### src/rtl/bls_pkg.sv
package bls_pkg;
  localparam int APP_W     = 2;
  localparam int BANK_W    = 3;
  localparam int ROW_W     = 8;
  localparam int NUM_APPS  = 1 << APP_W;
  localparam int NUM_BANKS = 1 << BANK_W;

  typedef struct packed {
    logic [APP_W-1:0]  app;
    logic [BANK_W-1:0] bank;
    logic [ROW_W-1:0]  row;
  } req_t;
endpackage

### src/rtl/bls_queue.sv
module bls_queue
  import bls_pkg::*;
#(
  parameter int QDEPTH = 8,
  parameter int AGE_W  = 8,
  localparam int IDX_W = $clog2(QDEPTH)
) (
  input  logic                           clk,
  input  logic                           rst_n,
  input  logic                           push,
  input  req_t                           push_req,
  input  logic                           pop,
  input  logic [IDX_W-1:0]               pop_idx,
  output logic [QDEPTH-1:0]              vld,
  output req_t [QDEPTH-1:0]              ent,
  output logic [QDEPTH-1:0][AGE_W-1:0]   age,
  output logic                           full
);
  localparam logic [AGE_W-1:0] AGE_MAX = '1;

  logic [IDX_W-1:0] free_idx;
  logic             free_found;

  always_comb begin
    free_idx   = '0;
    free_found = 1'b0;
    for (int i = 0; i < QDEPTH; i++) begin
      if (!vld[i] && !free_found) begin
        free_idx   = IDX_W'(i);
        free_found = 1'b1;
      end
    end
  end

  assign full = &vld;

  always_ff @(posedge clk) begin
    if (!rst_n) begin
      vld <= '0;
      ent <= '0;
      age <= '0;
    end else begin
      for (int i = 0; i < QDEPTH; i++) begin
        if (vld[i] && age[i] != AGE_MAX) age[i] <= age[i] + 1'b1;
        if (pop && pop_idx == IDX_W'(i)) vld[i] <= 1'b0;
        if (push && !full && free_idx == IDX_W'(i)) begin
          vld[i] <= 1'b1;
          ent[i] <= push_req;
          age[i] <= '0;
        end
      end
    end
  end
endmodule

### src/rtl/bls_pick.sv
module bls_pick
  import bls_pkg::*;
#(
  parameter int QDEPTH = 8,
  parameter int AGE_W  = 8,
  localparam int IDX_W = $clog2(QDEPTH),
  localparam int KEY_W = AGE_W + 2
) (
  input  logic [QDEPTH-1:0]            vld,
  input  req_t [QDEPTH-1:0]            ent,
  input  logic [QDEPTH-1:0][AGE_W-1:0] age,
  input  logic [NUM_APPS-1:0]          blk,
  input  logic                         open_vld [NUM_BANKS],
  input  logic [ROW_W-1:0]             open_row [NUM_BANKS],
  output logic                         any,
  output logic [IDX_W-1:0]             sel,
  output logic                         sel_hit
);
  logic [QDEPTH-1:0] hit;
  logic [KEY_W-1:0]  key [QDEPTH];

  for (genvar g = 0; g < QDEPTH; g++) begin : g_key
    assign hit[g] = open_vld[ent[g].bank] && (open_row[ent[g].bank] == ent[g].row);
    assign key[g] = {~blk[ent[g].app], hit[g], age[g]};
  end

  logic [KEY_W-1:0] best;

  always_comb begin
    any     = 1'b0;
    sel     = '0;
    sel_hit = 1'b0;
    best    = '0;
    for (int i = 0; i < QDEPTH; i++) begin
      if (vld[i] && (!any || key[i] > best)) begin
        any     = 1'b1;
        sel     = IDX_W'(i);
        sel_hit = hit[i];
        best    = key[i];
      end
    end
  end
endmodule

### src/rtl/bls_track.sv
module bls_track
  import bls_pkg::*;
#(
  parameter int STRK_W = 4,
  parameter int PER_W  = 16
) (
  input  logic                 clk,
  input  logic                 rst_n,
  input  logic                 grant,
  input  logic [APP_W-1:0]     grant_app,
  input  logic [STRK_W-1:0]    cfg_thr,
  input  logic [PER_W-1:0]     cfg_per,
  output logic [NUM_APPS-1:0]  blk
);
  localparam logic [STRK_W-1:0] STRK_MAX = '1;

  logic [APP_W-1:0]  last_app;
  logic              have_last;
  logic [STRK_W-1:0] streak, nxt_streak;
  logic [PER_W-1:0]  per_cnt;
  logic              clr_now;

  always_comb begin
    if (have_last && grant_app == last_app)
      nxt_streak = (streak == STRK_MAX) ? streak : streak + 1'b1;
    else
      nxt_streak = STRK_W'(1);
  end

  assign clr_now = (cfg_per <= PER_W'(1)) || (per_cnt >= cfg_per - 1'b1);

  always_ff @(posedge clk) begin
    if (!rst_n) begin
      last_app  <= '0;
      have_last <= 1'b0;
      streak    <= '0;
      per_cnt   <= '0;
      blk       <= '0;
    end else begin
      per_cnt <= clr_now ? '0 : per_cnt + 1'b1;
      if (grant) begin
        last_app  <= grant_app;
        have_last <= 1'b1;
        streak    <= nxt_streak;
      end
      if (clr_now) blk <= '0;
      else if (grant && nxt_streak >= cfg_thr) blk[grant_app] <= 1'b1;
    end
  end
endmodule

### src/rtl/bls_sched.sv
module bls_sched
  import bls_pkg::*;
#(
  parameter int QDEPTH = 8,
  parameter int AGE_W  = 8,
  parameter int STRK_W = 4,
  parameter int PER_W  = 16,
  localparam int IDX_W = $clog2(QDEPTH)
) (
  input  logic              clk,
  input  logic              rst_n,
  input  logic              in_valid,
  output logic              in_ready,
  input  logic [APP_W-1:0]  in_app,
  input  logic [BANK_W-1:0] in_bank,
  input  logic [ROW_W-1:0]  in_row,
  output logic              out_valid,
  input  logic              out_ready,
  output logic [APP_W-1:0]  out_app,
  output logic [BANK_W-1:0] out_bank,
  output logic [ROW_W-1:0]  out_row,
  output logic              out_hit,
  input  logic [STRK_W-1:0] cfg_streak,
  input  logic [PER_W-1:0]  cfg_period
);
  logic [QDEPTH-1:0]            vld_q;
  req_t [QDEPTH-1:0]            ent_q;
  logic [QDEPTH-1:0][AGE_W-1:0] age_q;
  logic                         full_q;
  logic [NUM_APPS-1:0]          blk_q;
  logic                         open_vld [NUM_BANKS];
  logic [ROW_W-1:0]             open_row [NUM_BANKS];
  logic                         any_s, hit_s, grant, push;
  logic [IDX_W-1:0]             sel_s;
  req_t                         in_req, sel_req;

  assign in_req    = '{app: in_app, bank: in_bank, row: in_row};
  assign in_ready  = !full_q;
  assign push      = in_valid && in_ready;
  assign sel_req   = ent_q[sel_s];
  assign out_valid = any_s;
  assign out_app   = sel_req.app;
  assign out_bank  = sel_req.bank;
  assign out_row   = sel_req.row;
  assign out_hit   = hit_s;
  assign grant     = out_valid && out_ready;

  bls_queue #(.QDEPTH(QDEPTH), .AGE_W(AGE_W)) u_q (
    .clk(clk), .rst_n(rst_n), .push(push), .push_req(in_req),
    .pop(grant), .pop_idx(sel_s), .vld(vld_q), .ent(ent_q), .age(age_q), .full(full_q)
  );

  bls_pick #(.QDEPTH(QDEPTH), .AGE_W(AGE_W)) u_pick (
    .vld(vld_q), .ent(ent_q), .age(age_q), .blk(blk_q),
    .open_vld(open_vld), .open_row(open_row),
    .any(any_s), .sel(sel_s), .sel_hit(hit_s)
  );

  bls_track #(.STRK_W(STRK_W), .PER_W(PER_W)) u_trk (
    .clk(clk), .rst_n(rst_n), .grant(grant), .grant_app(sel_req.app),
    .cfg_thr(cfg_streak), .cfg_per(cfg_period), .blk(blk_q)
  );

  for (genvar b = 0; b < NUM_BANKS; b++) begin : g_bank
    always_ff @(posedge clk) begin
      if (!rst_n) begin
        open_vld[b] <= 1'b0;
        open_row[b] <= '0;
      end else if (grant && sel_req.bank == BANK_W'(b)) begin
        open_vld[b] <= 1'b1;
        open_row[b] <= sel_req.row;
      end
    end
  end
endmodule

### config.mk
export PLATFORM = sky130hd
export DESIGN_NAME = bls_sched
export DESIGN_NICKNAME = d
export VERILOG_FILES = /design/src/rtl/bls_pkg.sv /design/src/rtl/bls_queue.sv /design/src/rtl/bls_pick.sv /design/src/rtl/bls_track.sv /design/src/rtl/bls_sched.sv
export SDC_FILE = /design/constraint.sdc
export NUM_CORES = 1
export LEC_CHECK = 0
export BUFFER_PORTS_ARGS = -buffer_cell sky130_fd_sc_hd__clkbuf_2
export CORE_ASPECT_RATIO = 0.8
export CORE_MARGIN = 2
export CORE_UTILIZATION = 40
export CTS_CLUSTER_DIAMETER = 40
export CTS_CLUSTER_SIZE = 14
export DETAILED_ROUTE_END_ITERATION = 10
export HOLD_SLACK_MARGIN = 0.06
export PLACE_DENSITY = 0.65
export SYNTH_ARGS = -nofsm -noshare
export SYNTH_HDL_FRONTEND = slang
export SYNTH_HIERARCHICAL = 1
export SYNTH_SLANG_ARGS = --single-unit
### constraint.sdc
create_clock -name clk -period 15.2 [get_ports clk]
set_input_delay 1.52 -clock clk [delete_from_list [all_inputs] [get_ports clk]]
set_output_delay 1.52 -clock clk [all_outputs]
set_load 0.05 [all_outputs]
==> results.py <==
metrics = {
    "outcome": {
        "status": "finished with violations",
        "violations": "negative setup slack",
    },
    "power_and_ir_drop": {
        "p_per_area_nw_per_um2": 81.1,
        "leakage_nw": 8.98,
        "vdd_drop_max_uv": 75.9,
    },
    "yosys": {
        "synth_top_area_cell": "dfxtp_1",
        "synthSimpleGateAreaFrac_pct": 16.7,
        "synth.top_cell.area_share_pct": 27.0,
        "syn_avg_cell_area_um2": 9.76,
        "syn_nets": 2227,
        "synth_top_family_by_area": "multiplexers",
        "yosysWarnings": 6,
        "synthCells": 2088,
        "synth_xor_area_share_pct": 5.55,
        "synth_flop_cell": "dfxtp_1",
        "yosysUniqueCellTypes": 90,
        "async_reset_ff_share_pct": 0,
        "synth_common_cells": "nand2_1 (301), dfxtp_1 (275), mux4_2 (176)",
        "netlist_area_um2": 20400,
        "synth_mux_area_share_pct": 27.9,
        "synth.most_common_cell": "nand2_1",
        "synth-edff-count": 0,
        "yosysSeqAreaShare_pct": 27.0,
        "ys_ff_latch": 275,
        "synth_compound_area_share_pct": 12.3,
        "synthTopCellsByArea": "dfxtp_1 (27%), mux4_2 (19%), mux2i_1 (6.9%)",
        "synthAdderAreaFrac_pct": 6.26,
    },
    "sta": {
        "hold_ws_ns": 0.479,
        "grt_setup_unrepaired": "true",
        "max_freq_mhz": 63.5,
        "clock_skew_ns": 0.0256,
        "slew_viol_final": 0,
        "setup_viol": 14,
        "tightestPinTransition_ns": 1.09,
        "fin_ws_ns": -0.549,
        "finalHoldViolations": 0,
        "timing.final.crit_share_pct": 104,
        "finalCriticalPeriod_ns": 15.75,
        "relSlewSlack_pct": 27.4,
    },
    "floorplanning": {
        "dieWidth_um": 256,
        "core_area_um2": 50000,
        "start_util_pct": 40.8,
        "rows": 73,
        "dieArea_um2": 52800,
        "io_pins": 53,
        "dieHeight_um": 206,
    },
    "worst_setup_path": {
        "timing.rr.end": "u_trk/blk[3]$_SDFFE_PP0P_",
        "critPathMaxFanout": 8,
        "r2r_start": "u_q/ent[8]$_SDFFE_PN0P_",
        "worstSetupPathType": "reg -> out",
        "ff2ff_setup_slack_ns": -0.01,
        "cp.required_ns": 13.68,
        "rr_worst_depth": 80,
        "slowest_stage": "mux4_2",
        "worstPathArrival_ns": 14.23,
        "cp_slowest_stage_delay_ns": 0.51,
        "startpoint_type": "flop",
        "cp-end-kind": "primary output",
    },
    "run": {
        "cap_violations": 0,
    },
    "global_routing": {
        "grt_pass1_vias": 17300,
        "grt_pass1_wl_um": 101000,
        "grt_max_degree": 92,
        "grt_usage_pct": 24.5,
        "overflow": 0,
        "antenna_found_initial": 1,
    },
    "worst_hold_path": {
        "hold_class": "reg -> reg",
        "min_to": "u_trk/per_cnt[0]$_SDFF_PP0_",
        "hold_path_depth": 1,
        "hold_start": "u_trk/per_cnt[0]$_SDFF_PP0_",
    },
    "place": {
        "placed_cells": 2841,
        "place_worst_setup_slack_ns": -0.290,
        "place_hpwl_um": 46900,
        "port_buffers": 52,
        "gp_congestion": 1.01,
    },
    "drt": {
        "drt-initial-drc-count": 1867,
        "ant_nets": 0,
        "dr_wl_met2_um": 28500,
        "drt-met1-wl_um": 28800,
        "vias_per_cell": 6.13,
        "drtPass1Iterations": 6,
        "dr_wl_met3_um": 7010,
        "routed_wirelength_um": 67000,
        "wl_per_cell_um": 22.6,
        "dr.max_layer_used": "met5",
        "vias": 18200,
        "drc": 0,
    },
    "cts": {
        "cts.sinks": 275,
        "clk_path_buf_depth": 3,
        "tritoncts": "yes",
        "cts_hold_buf": 0,
        "cts_inserted_buffers": 41,
        "cts.clk_slew.worst_paths_ns": 0.06,
        "cts-root-buf": "clkbuf_16",
        "clkLatencyLatePin_ns": 0.59,
        "h-tree-depth": 2,
    },
    "finish": {
        "syn_to_final_growth_pct": 22.4,
        "n_antenna_cell": 0,
        "drive_above_1_share_pct": 29.4,
        "layout.cells.non_filler": 2963,
        "nets": 2394,
    },
}
==> area by class of cell <==
class                      instances  area, um^2
fill                            4470       25000
multi-input combinational       1638       14800
sequential                       275        5520
timing repair buffer             241        2100
clock buffer                      47        1100
tap                              675         845
clock inverter                    29         374
inverter                          58         220
==> worst max path at each step <==
stage,from,end,cells past startpoint
detailed placement,u_q/ent[23]$_SDFFE_PN0P_,out_app[1],70
CTS,u_q/ent[8]$_SDFFE_PN0P_,out_bank[1],68
finish,u_q/ent[8]$_SDFFE_PN0P_,out_bank[1],72
global route,u_q/ent[21]$_SDFFE_PN0P_,out_bank[0],73
global placement,u_q/ent[21]$_SDFFE_PN0P_,out_bank[2],74
floorplan,u_q/ent[9]$_SDFFE_PN0P_,u_trk/blk[3]$_SDFFE_PP0P_,79
==> cell usage in the layout, fill, tap and decap left out, types with 17 or more instances in the layout <==
cell       count
a21boi_0      77
mux2i_1      133
nand4_1       41
ha_1          86
mux4_2       176
buf_4        152
a21oi_1       39
nor2_1       124
nand3_1       81
clkbuf_2      37
buf_6         18
o21ai_0       66
o21a_1        17
xnor2_1       59
nand2_1      295
nor3_1        22
mux2_4        21
a21o_1        36
nor2b_1       17
clkbuf_16     45
dfxtp_1      268
inv_1         56
xor2_1        64
==> metal layers <==
metal | track usage [%] | vias to the layer above
li1 | - | 8077
met1 | 34.0 | 8903
met2 | 35.8 | 988
met3 | 6.65 | 182
met4 | 10.7 | 2
met5 | 0 | -
==> repair_timing <==
action / CTS / global route
gates resized for setup: 70 / 137
buffers inserted: 9 / 32
pin swaps: 16 / 67
endpoints found under the setup margin: 18 / 93
hold endpoints to repair: 0 / 0
gates cloned: 0 / 6
==> flip-flops by register name (all words and copies together), names as in the netlist <==
register	flops
u_trk/last_app	2
u_q/ent	104
u_trk/per_cnt	16
u_trk/blk	4
u_trk/have_last	1
open_vld	8
open_row	64
u_q/vld	8
u_q/age	64
u_trk/streak	4
==> power breakdown <==
part | internal, mW | leakage, nW | switching (mW)
logic | 0.112 | 6.04 | 0.140
clock network | 0.623 | 0.724 | 0.406
registers | 0.729 | 2.22 | 0.0126
total | 1.46 | 8.98 | 0.558
==> logic make-up (layout without fill, tap and decap cells) <==
kind of cell | count (synthesis) | after routing
and+or+nand+nor | 707 | 707
AOI/OAI and AO/OA | 358 | 358
muxes | 342 | 342
DFF | 275 | 275
buffers and inverters | 175 | 375
xor gates and xnor gates | 129 | 129
adders and majority gates | 102 | 102
==> per-stage QoR <==
step / TNS, ns / power (mW) / utilization (%) / instance area, um^2
finish: -6.89 / 2.02 / 49.9 / 24900
global route: -16.36 / 2.08 / 49.9 / 24900
CTS: -3.44 / 2.00 / 47.9 / 23900
floorplan: 0 / 0.892 / - / 20400
detailed placement: -4.42 / 0.965 / 44.2 / 22100
global placement: -0.0000302 / 0.960 / 44.2 / 22100
==> critical path: cells and delay by family, from the launching register on <==
| kind | cells | cell delay, ns |
|---|---|---|
| AOI/OAI and AO/OA | 34 | 5.47 |
| xor gates and xnor gates | 1 | 0.25 |
| adders and majority gates | 7 | 2.06 |
| buffers and inverters | 9 | 1.33 |
| DFF | 1 | 0.35 |
| muxes | 6 | 2.05 |
| and+or+nand+nor | 15 | 2.14 |
No activity file was read; power rests on OpenSTA's default activity.
